### src/rtl/pwrseq_pkg.sv
package pwrseq_pkg;

    typedef enum logic [1:0] {
        PS_OFF  = 2'd0,
        PS_ARM  = 2'd1,
        PS_INIT = 2'd2,
        PS_RUN  = 2'd3
    } path_state_t;

    typedef enum logic [1:0] {
        HS_IDLE  = 2'd0,
        HS_COUNT = 2'd1,
        HS_DONE  = 2'd2
    } hint_state_t;

    typedef enum logic {
        MS_LOST = 1'b0,
        MS_OK   = 1'b1
    } mclk_state_t;

    localparam int unsigned NUM_PATHS = 2;
    localparam int unsigned PATH_ADC  = 0;
    localparam int unsigned PATH_DAC  = 1;

endpackage

### src/rtl/pwrseq_sync.sv
module pwrseq_sync #(
    parameter int unsigned WIDTH  = 1,
    parameter int unsigned STAGES = 2
) (
    input  logic             clk,
    input  logic             rst_n,
    input  logic [WIDTH-1:0] d_async,
    output logic [WIDTH-1:0] d_sync
);

    logic [WIDTH-1:0] pipe [STAGES];

    always_ff @(posedge clk or negedge rst_n) begin
        if (!rst_n) begin
            for (int i = 0; i < int'(STAGES); i++) begin
                pipe[i] <= '0;
            end
        end else begin
            pipe[0] <= d_async;
            for (int i = 1; i < int'(STAGES); i++) begin
                pipe[i] <= pipe[i-1];
            end
        end
    end

    assign d_sync = pipe[STAGES-1];

endmodule

### src/rtl/pwrseq_mclk_mon.sv
module pwrseq_mclk_mon
    import pwrseq_pkg::*;
#(
    parameter int unsigned TIMEOUT = 32
) (
    input  logic clk,
    input  logic rst_n,
    input  logic mclk_s,
    output logic mclk_ok
);

    localparam int unsigned CW = $clog2(TIMEOUT + 1);

    mclk_state_t   state, nxt;
    logic          prev;
    logic          edge_seen;
    logic [CW-1:0] idle_cnt;

    assign edge_seen = mclk_s ^ prev;

    // State register
    always_ff @(posedge clk or negedge rst_n) begin
        if (!rst_n) begin
            state    <= MS_LOST;
            prev     <= 1'b0;
            idle_cnt <= '0;
        end else begin
            state <= nxt;
            prev  <= mclk_s;
            if (edge_seen) begin
                idle_cnt <= '0;
            end else if (idle_cnt != CW'(TIMEOUT)) begin
                idle_cnt <= idle_cnt + 1'b1;
            end
        end
    end

    // Next state
    always_comb begin
        nxt = state;
        unique case (state)
            MS_LOST: if (edge_seen) nxt = MS_OK;
            MS_OK:   if (!edge_seen && idle_cnt == CW'(TIMEOUT - 1)) nxt = MS_LOST;
            default: nxt = MS_LOST;
        endcase
    end

    // Outputs
    always_comb begin
        mclk_ok = (state == MS_OK);
    end

    // while the clock is considered present, the gap counter is below the timeout
    assert_timeout_bound_R9: assert property (@(posedge clk) disable iff (!rst_n)
        (state == MS_OK) |-> (idle_cnt < CW'(TIMEOUT)));

endmodule

### src/rtl/pwrseq_path.sv
module pwrseq_path
    import pwrseq_pkg::*;
#(
    parameter int unsigned INIT_LEN = 522
) (
    input  logic clk,
    input  logic rst_n,
    input  logic global_on,
    input  logic pwr_bit,
    input  logic mclk_ok,
    input  logic frame_tick,
    output logic active,
    output logic ready
);

    localparam int unsigned CW = $clog2(INIT_LEN + 1);

    path_state_t   state, nxt;
    logic [CW-1:0] frame_cnt;
    logic          enable;
    logic          last_frame;

    assign enable     = global_on & pwr_bit & mclk_ok;
    assign last_frame = (frame_cnt == CW'(INIT_LEN - 1));

    // State register and frame counter
    always_ff @(posedge clk or negedge rst_n) begin
        if (!rst_n) begin
            state     <= PS_OFF;
            frame_cnt <= '0;
        end else begin
            state <= nxt;
            if (state == PS_INIT && nxt == PS_INIT && frame_tick) begin
                frame_cnt <= frame_cnt + 1'b1;
            end else if (state != PS_INIT) begin
                frame_cnt <= '0;
            end
        end
    end

    // Next state
    always_comb begin
        nxt = state;
        if (!enable) begin
            nxt = PS_OFF;
        end else begin
            unique case (state)
                PS_OFF:  nxt = PS_ARM;
                PS_ARM:  if (frame_tick) nxt = PS_INIT;
                PS_INIT: if (frame_tick && last_frame) nxt = PS_RUN;
                PS_RUN:  nxt = PS_RUN;
                default: nxt = PS_OFF;
            endcase
        end
    end

    // Registered outputs
    always_ff @(posedge clk or negedge rst_n) begin
        if (!rst_n) begin
            active <= 1'b0;
            ready  <= 1'b0;
        end else begin
            active <= (nxt == PS_INIT) || (nxt == PS_RUN);
            ready  <= (nxt == PS_RUN);
        end
    end

    // losing any enable condition powers the path down on the next cycle
    assert_off_when_disabled_R6: assert property (@(posedge clk) disable iff (!rst_n)
        !enable |=> (!active && !ready));

    // a path becomes active only in the cycle after a frame edge
    assert_start_on_frame_R3: assert property (@(posedge clk) disable iff (!rst_n)
        $rose(active) |-> $past(frame_tick));

    // readiness is granted only on a frame edge
    assert_ready_on_frame_R4: assert property (@(posedge clk) disable iff (!rst_n)
        $rose(ready) |-> $past(frame_tick));

    // the window counter never passes the window length
    assert_count_bound_R10: assert property (@(posedge clk) disable iff (!rst_n)
        (state == PS_INIT) |-> (frame_cnt < CW'(INIT_LEN)));

endmodule

### src/rtl/pwrseq_hint.sv
module pwrseq_hint
    import pwrseq_pkg::*;
#(
    parameter int unsigned DELAY = 512
) (
    input  logic clk,
    input  logic rst_n,
    input  logic pin_on,
    input  logic frame_tick,
    output logic hint
);

    localparam int unsigned CW = $clog2(DELAY + 1);

    hint_state_t   state, nxt;
    logic          prev_on;
    logic          pin_rise;
    logic          pin_fall;
    logic          timer_hit;
    logic [CW-1:0] frame_cnt;

    assign pin_rise  = pin_on & ~prev_on;
    assign pin_fall  = ~pin_on & prev_on;
    assign timer_hit = (state == HS_COUNT) && frame_tick && !pin_fall &&
                       (frame_cnt == CW'(DELAY - 1));

    // State register and frame counter
    always_ff @(posedge clk or negedge rst_n) begin
        if (!rst_n) begin
            state     <= HS_IDLE;
            prev_on   <= 1'b0;
            frame_cnt <= '0;
        end else begin
            state   <= nxt;
            prev_on <= pin_on;
            if (state == HS_COUNT && nxt == HS_COUNT && frame_tick) begin
                frame_cnt <= frame_cnt + 1'b1;
            end else if (state != HS_COUNT) begin
                frame_cnt <= '0;
            end
        end
    end

    // Next state
    always_comb begin
        nxt = state;
        unique case (state)
            HS_IDLE:  if (pin_rise) nxt = HS_COUNT;
            HS_COUNT: begin
                if (pin_fall)       nxt = HS_IDLE;
                else if (timer_hit) nxt = HS_DONE;
            end
            HS_DONE:  if (pin_fall) nxt = HS_IDLE;
            default:  nxt = HS_IDLE;
        endcase
    end

    // Registered output
    always_ff @(posedge clk or negedge rst_n) begin
        if (!rst_n) begin
            hint <= 1'b0;
        end else begin
            hint <= pin_rise | pin_fall | timer_hit;
        end
    end

    // the delay counter stays inside its window
    assert_hint_count_R8: assert property (@(posedge clk) disable iff (!rst_n)
        (state == HS_COUNT) |-> (frame_cnt < CW'(DELAY)));

endmodule

### src/rtl/conv_pwr_seq.sv
module conv_pwr_seq
    import pwrseq_pkg::*;
#(
    parameter int unsigned ADC_INIT_FRAMES = 522,
    parameter int unsigned DAC_INIT_FRAMES = 516,
    parameter int unsigned HINT_FRAMES     = 512,
    parameter int unsigned MCLK_TIMEOUT    = 32,
    parameter int unsigned SYNC_STAGES     = 2
) (
    input  logic sys_clk,
    input  logic sys_rst_n,
    input  logic pdn_n,
    input  logic mclk,
    input  logic lrck,
    input  logic adc_pwr,
    input  logic dac_pwr,
    output logic filt_rst,
    output logic adc_ready,
    output logic adc_zero,
    output logic adc_sdto_en,
    output logic dac_ready,
    output logic dac_idle,
    output logic mute_hint
);

    localparam int unsigned SYNC_W = 3;
    localparam int unsigned INIT_TAB [NUM_PATHS] = '{ADC_INIT_FRAMES, DAC_INIT_FRAMES};

    logic [SYNC_W-1:0]    raw_in;
    logic [SYNC_W-1:0]    sync_out;
    logic                 pdn_s;
    logic                 lrck_s;
    logic                 mclk_s;
    logic                 lrck_prev;
    logic                 frame_tick;
    logic                 mclk_ok;
    logic [NUM_PATHS-1:0] pwr_bits;
    logic [NUM_PATHS-1:0] path_active;
    logic [NUM_PATHS-1:0] path_ready;

    assign raw_in = {mclk, lrck, pdn_n};

    pwrseq_sync #(
        .WIDTH  (SYNC_W),
        .STAGES (SYNC_STAGES)
    ) u_sync (
        .clk     (sys_clk),
        .rst_n   (sys_rst_n),
        .d_async (raw_in),
        .d_sync  (sync_out)
    );

    assign pdn_s  = sync_out[0];
    assign lrck_s = sync_out[1];
    assign mclk_s = sync_out[2];

    always_ff @(posedge sys_clk or negedge sys_rst_n) begin
        if (!sys_rst_n) begin
            lrck_prev <= 1'b0;
        end else begin
            lrck_prev <= lrck_s;
        end
    end

    assign frame_tick = lrck_s & ~lrck_prev;

    pwrseq_mclk_mon #(
        .TIMEOUT (MCLK_TIMEOUT)
    ) u_mclk_mon (
        .clk     (sys_clk),
        .rst_n   (sys_rst_n),
        .mclk_s  (mclk_s),
        .mclk_ok (mclk_ok)
    );

    assign pwr_bits[PATH_ADC] = adc_pwr;
    assign pwr_bits[PATH_DAC] = dac_pwr;

    for (genvar g = 0; g < int'(NUM_PATHS); g++) begin : g_path
        pwrseq_path #(
            .INIT_LEN (INIT_TAB[g])
        ) u_path (
            .clk        (sys_clk),
            .rst_n      (sys_rst_n),
            .global_on  (pdn_s),
            .pwr_bit    (pwr_bits[g]),
            .mclk_ok    (mclk_ok),
            .frame_tick (frame_tick),
            .active     (path_active[g]),
            .ready      (path_ready[g])
        );
    end

    pwrseq_hint #(
        .DELAY (HINT_FRAMES)
    ) u_hint (
        .clk        (sys_clk),
        .rst_n      (sys_rst_n),
        .pin_on     (pdn_s),
        .frame_tick (frame_tick),
        .hint       (mute_hint)
    );

    assign filt_rst    = ~pdn_s;
    assign adc_ready   = path_ready[PATH_ADC];
    assign adc_zero    = ~path_ready[PATH_ADC];
    assign adc_sdto_en = path_active[PATH_ADC];
    assign dac_ready   = path_ready[PATH_DAC];
    assign dac_idle    = ~path_ready[PATH_DAC];

    // pin power-down drops both paths on the following cycle
    assert_pin_down_R1: assert property (@(posedge sys_clk) disable iff (!sys_rst_n)
        !pdn_s |=> (!path_active[PATH_ADC] && !path_active[PATH_DAC]));

    // a gated ADC data line never carries valid data
    assert_sdto_low_R2: assert property (@(posedge sys_clk) disable iff (!sys_rst_n)
        !adc_sdto_en |-> (adc_zero && !adc_ready));

    // missing master clock takes both paths down
    assert_clock_loss_R9: assert property (@(posedge sys_clk) disable iff (!sys_rst_n)
        !mclk_ok |=> (!adc_sdto_en && !dac_ready));

endmodule

### config.mk
export PLATFORM = sky130hd
export DESIGN_NAME = conv_pwr_seq
export DESIGN_NICKNAME = d
export VERILOG_FILES = /design/src/rtl/pwrseq_pkg.sv /design/src/rtl/pwrseq_sync.sv /design/src/rtl/pwrseq_mclk_mon.sv /design/src/rtl/pwrseq_path.sv /design/src/rtl/pwrseq_hint.sv /design/src/rtl/conv_pwr_seq.sv
export SDC_FILE = /design/constraint.sdc
export NUM_CORES = 1
export LEC_CHECK = 0
export BUFFER_PORTS_ARGS = -buffer_cell sky130_fd_sc_hd__buf_2
export CORE_ASPECT_RATIO = 0.9
export CORE_MARGIN = 4
export CORE_UTILIZATION = 50
export CTS_BUF_LIST = sky130_fd_sc_hd__clkbuf_4 sky130_fd_sc_hd__clkbuf_8
export CTS_CLUSTER_SIZE = 28
export DETAILED_ROUTE_END_ITERATION = 8
export GPL_TIMING_DRIVEN = 1
export PLACE_DENSITY_LB_ADDON = 0.25
export SLEW_MARGIN = 20
export SYNTH_ARGS = -nofsm -noshare
export SYNTH_HDL_FRONTEND = slang
export SYNTH_SLANG_ARGS = --single-unit
### constraint.sdc
create_clock -name sys_clk -period 2.1 [get_ports sys_clk]
set_input_delay 0.42 -clock sys_clk [delete_from_list [all_inputs] [get_ports sys_clk]]
set_output_delay 0.42 -clock sys_clk [all_outputs]
set_load 0.02 [all_outputs]
==> results.cfg <==
[clock_tree]
clkLatencyLatePin_ps = 310
h-tree-depth = 2
clockBufferDepth = 2
numCtsBuffers = 5
clk_pin_slew_ps = 100
cts.repair.resized = 0
cts_tree = done
cts_hold_buf = 0
numClockSinks = 56
post_cts_buffers = 0
root_buffer = clkbuf_8

[critical_path]
critical_path_peak_fanout = 8
crit_family = simple AND/OR/NAND/NOR gates
slowest_stage = or4_1
r2r_slack_ps = 210
worst_ep_required_time_ps = 2340
critPathKind = reg -> reg
cp_cell_sequence = inv_1, ha_1, nor3b_2, o31ai_2, or4_1, a21oi_1
cp-start-kind = flip-flop
critical-path-max-stage-delay_ps = 490
worstSetupEndpointType = flip-flop
arrival_ps = 2130
crit_buf_inv = 1

[synthesis]
synth_area_um2 = 2730
yosysSeqAreaShare_pct = 51.4
synth_flop_cell = dfrtp_1
synthCells = 265
syn_area_per_cell_um2 = 10.3
synth-seq-cells = 56
ys_warn_count = 0
synth-async-reset-ratio_pct = 100
synth_edf_count = 0
synth_area_leaders = dfrtp_1 (51%), a21oi_1 (3.7%), ha_1 (3.7%)
synth_top_area_share_pct = 51.4
synth_nets = 280
ys_types = 49
synth.largest_area_cell = dfrtp_1

[routing]
vias_per_cell = 5.55
wire_per_inst_um = 13.7
drc = 0
num_vias = 1938
drtAntennaViolNets = 0
wirelength_um = 4780
firstDrtPassIters = 4
dr.first_iter.drc_count = 99

[pwr]
vdd_drop_max_v = 0.000533
leakagePower_nw = 1.21
power_density_nw_per_um2 = 637

[sta]
setup_viol = 0
worst_slew_pin_slew_ps = 678
slew_headroom_pct = 54.8
finalSetupTns_ps = 0
final.min_clock_period_ps = 1890
fmax_ghz = 0.529
fin_crit_sh_pct = 90.0
rsz0062_at_grt = false
fin_worst_skew_ps = 7.89
drv_slew = 0
finalHoldViolCount = 0
layout_setup_ws_ps = 210

[cells_and_area]
synthToLayoutAreaGrowth_pct = 8.62
nets = 296
ff_latch_area_um2 = 1400
drive_above_1_share_pct = 11.3
multi_input_area_um2 = 1260
finalNonFillerCells = 349
fill_cells = 431
antenna_cells = 0

[die]
ios = 14
die_y_um = 78.1
die_w_um = 85.9
rows = 25
start_util_pct = 51.9
core_area_um2 = 5260
die_area_um2 = 6700

[global_routing]
grt_max_degree = 57
grt_pass1_vias = 1844
antenna_found_initial = 0
grt_first_pass_wirelength_um = 8490
track_usage_pct = 15.9
grt_overflow = 0

[flow_run]
cap_violations = 0

[status]
status = complete, no violations

[place]
place_inst = 341
dp.final_hpwl_um = 3280
gp_congestion = 0.780
place_ws_ps = 189
numPortBuffers = 13

[worst_hold_path]
hold_path_class = in -> reg
Yosys cell counts (all sizes together), types with 6 or more instances:
library cell / count
xnor2: 10
xor2: 9
inv: 10
nand3: 18
o21ai: 13
nand2b: 6
nand4: 7
nor2: 23
ha: 8
dfrtp: 56
a21oi: 20
or3: 10
nand2: 18
flip-flops by register name (all words and copies together), names as in the netlist:
signal                   cells
u_mclk_mon.idle_cnt          6
g_path.u_path.frame_cnt     20
u_mclk_mon.prev              1
g_path.u_path.ready          2
u_hint.state                 2
u_mclk_mon.mclk_ok           1
u_sync.pipe                  3
u_sync.d_sync                3
g_path.u_path.state          4
u_hint.prev_on               1
g_path.u_path.active         1
u_hint.frame_cnt            10
u_hint.hint                  1
lrck_prev                    1
report_power, final:
part	total (W)	switching, W	internal, W	leakage (nW)
Sequential	0.00114	0.0000308	0.00111	0.746
Combinational	0.000131	0.0000840	0.0000469	0.411
Clock	0.000618	0.000336	0.000282	0.0479
worst paths after layout:
path,start,cells after the start,to
min in group asynchronous,sys_rst_n,2,g_path[1].u_path.frame_cnt[9]
worst max-delay path,u_sync.d_sync[0],6,u_hint.frame_cnt[5]
worst max register to register,u_sync.d_sync[0],6,u_hint.frame_cnt[5]
max in group asynchronous,sys_rst_n,2,u_hint.frame_cnt[8]
worst min register to register,u_sync.pipe[4],0,u_sync.d_sync[1]
worst min-delay path,mclk,1,u_sync.pipe[5]
layer usage:
layer  share of wire, %  track usage (%)  up-vias
li1                   -                -      981
met5                  0                0        -
met3                3.5             4.62        5
met2                 44             23.9       27
met4                1.0             4.91        0
met1                 51             22.1      925
cells in the final DEF (no fill, tap or decap), types with 3 or more instances in the layout:
cell type  instances
a21oi_1           20
and4_1             4
buf_2             13
clkbuf_8           6
dfrtp_1           56
ha_1               8
inv_1             10
nand2_1           18
nand2b_1           5
nand3_1           17
nand4_1            7
nor2_1            23
nor2b_1            4
nor3_1             4
o21ai_0           13
or3_1             10
or4_1              3
xnor2_1           10
xor2_1             9
cells by family after synthesis:
| logic type | count (synthesis) | synth area share [%] |
|---|---|---|
| compound gates | 48 | 11.5 |
| simple gates | 117 | 24.7 |
| fa+ha+maj | 8 | 3.67 |
| mux | 1 | 0.367 |
| xor+xnor | 19 | 6.10 |
| buf+inv | 16 | 2.34 |
| flops | 56 | 51.4 |
per-stage QoR:
step	power [W]	util, %	cell area (um^2)	hold slack, ps
after floorplan	0.00124	-	2730	124
after global routing	0.00199	56.4	2960	189
after detailed placement	0.00129	54.5	2870	335
after CTS	0.00192	56.4	2960	201
final	0.00189	56.4	2960	213
after global placement	0.00129	54.5	2870	331
cell type report:
type	instances	area share, %
flip-flops and latches	56	47.3
clock buffers	7	3.04
multi-input cells	193	42.6
well taps	67	2.83
clock inverters	1	0.253
repair buffers	15	2.70
inverters	10	1.27
No activity file was read; power rests on OpenSTA's default activity.
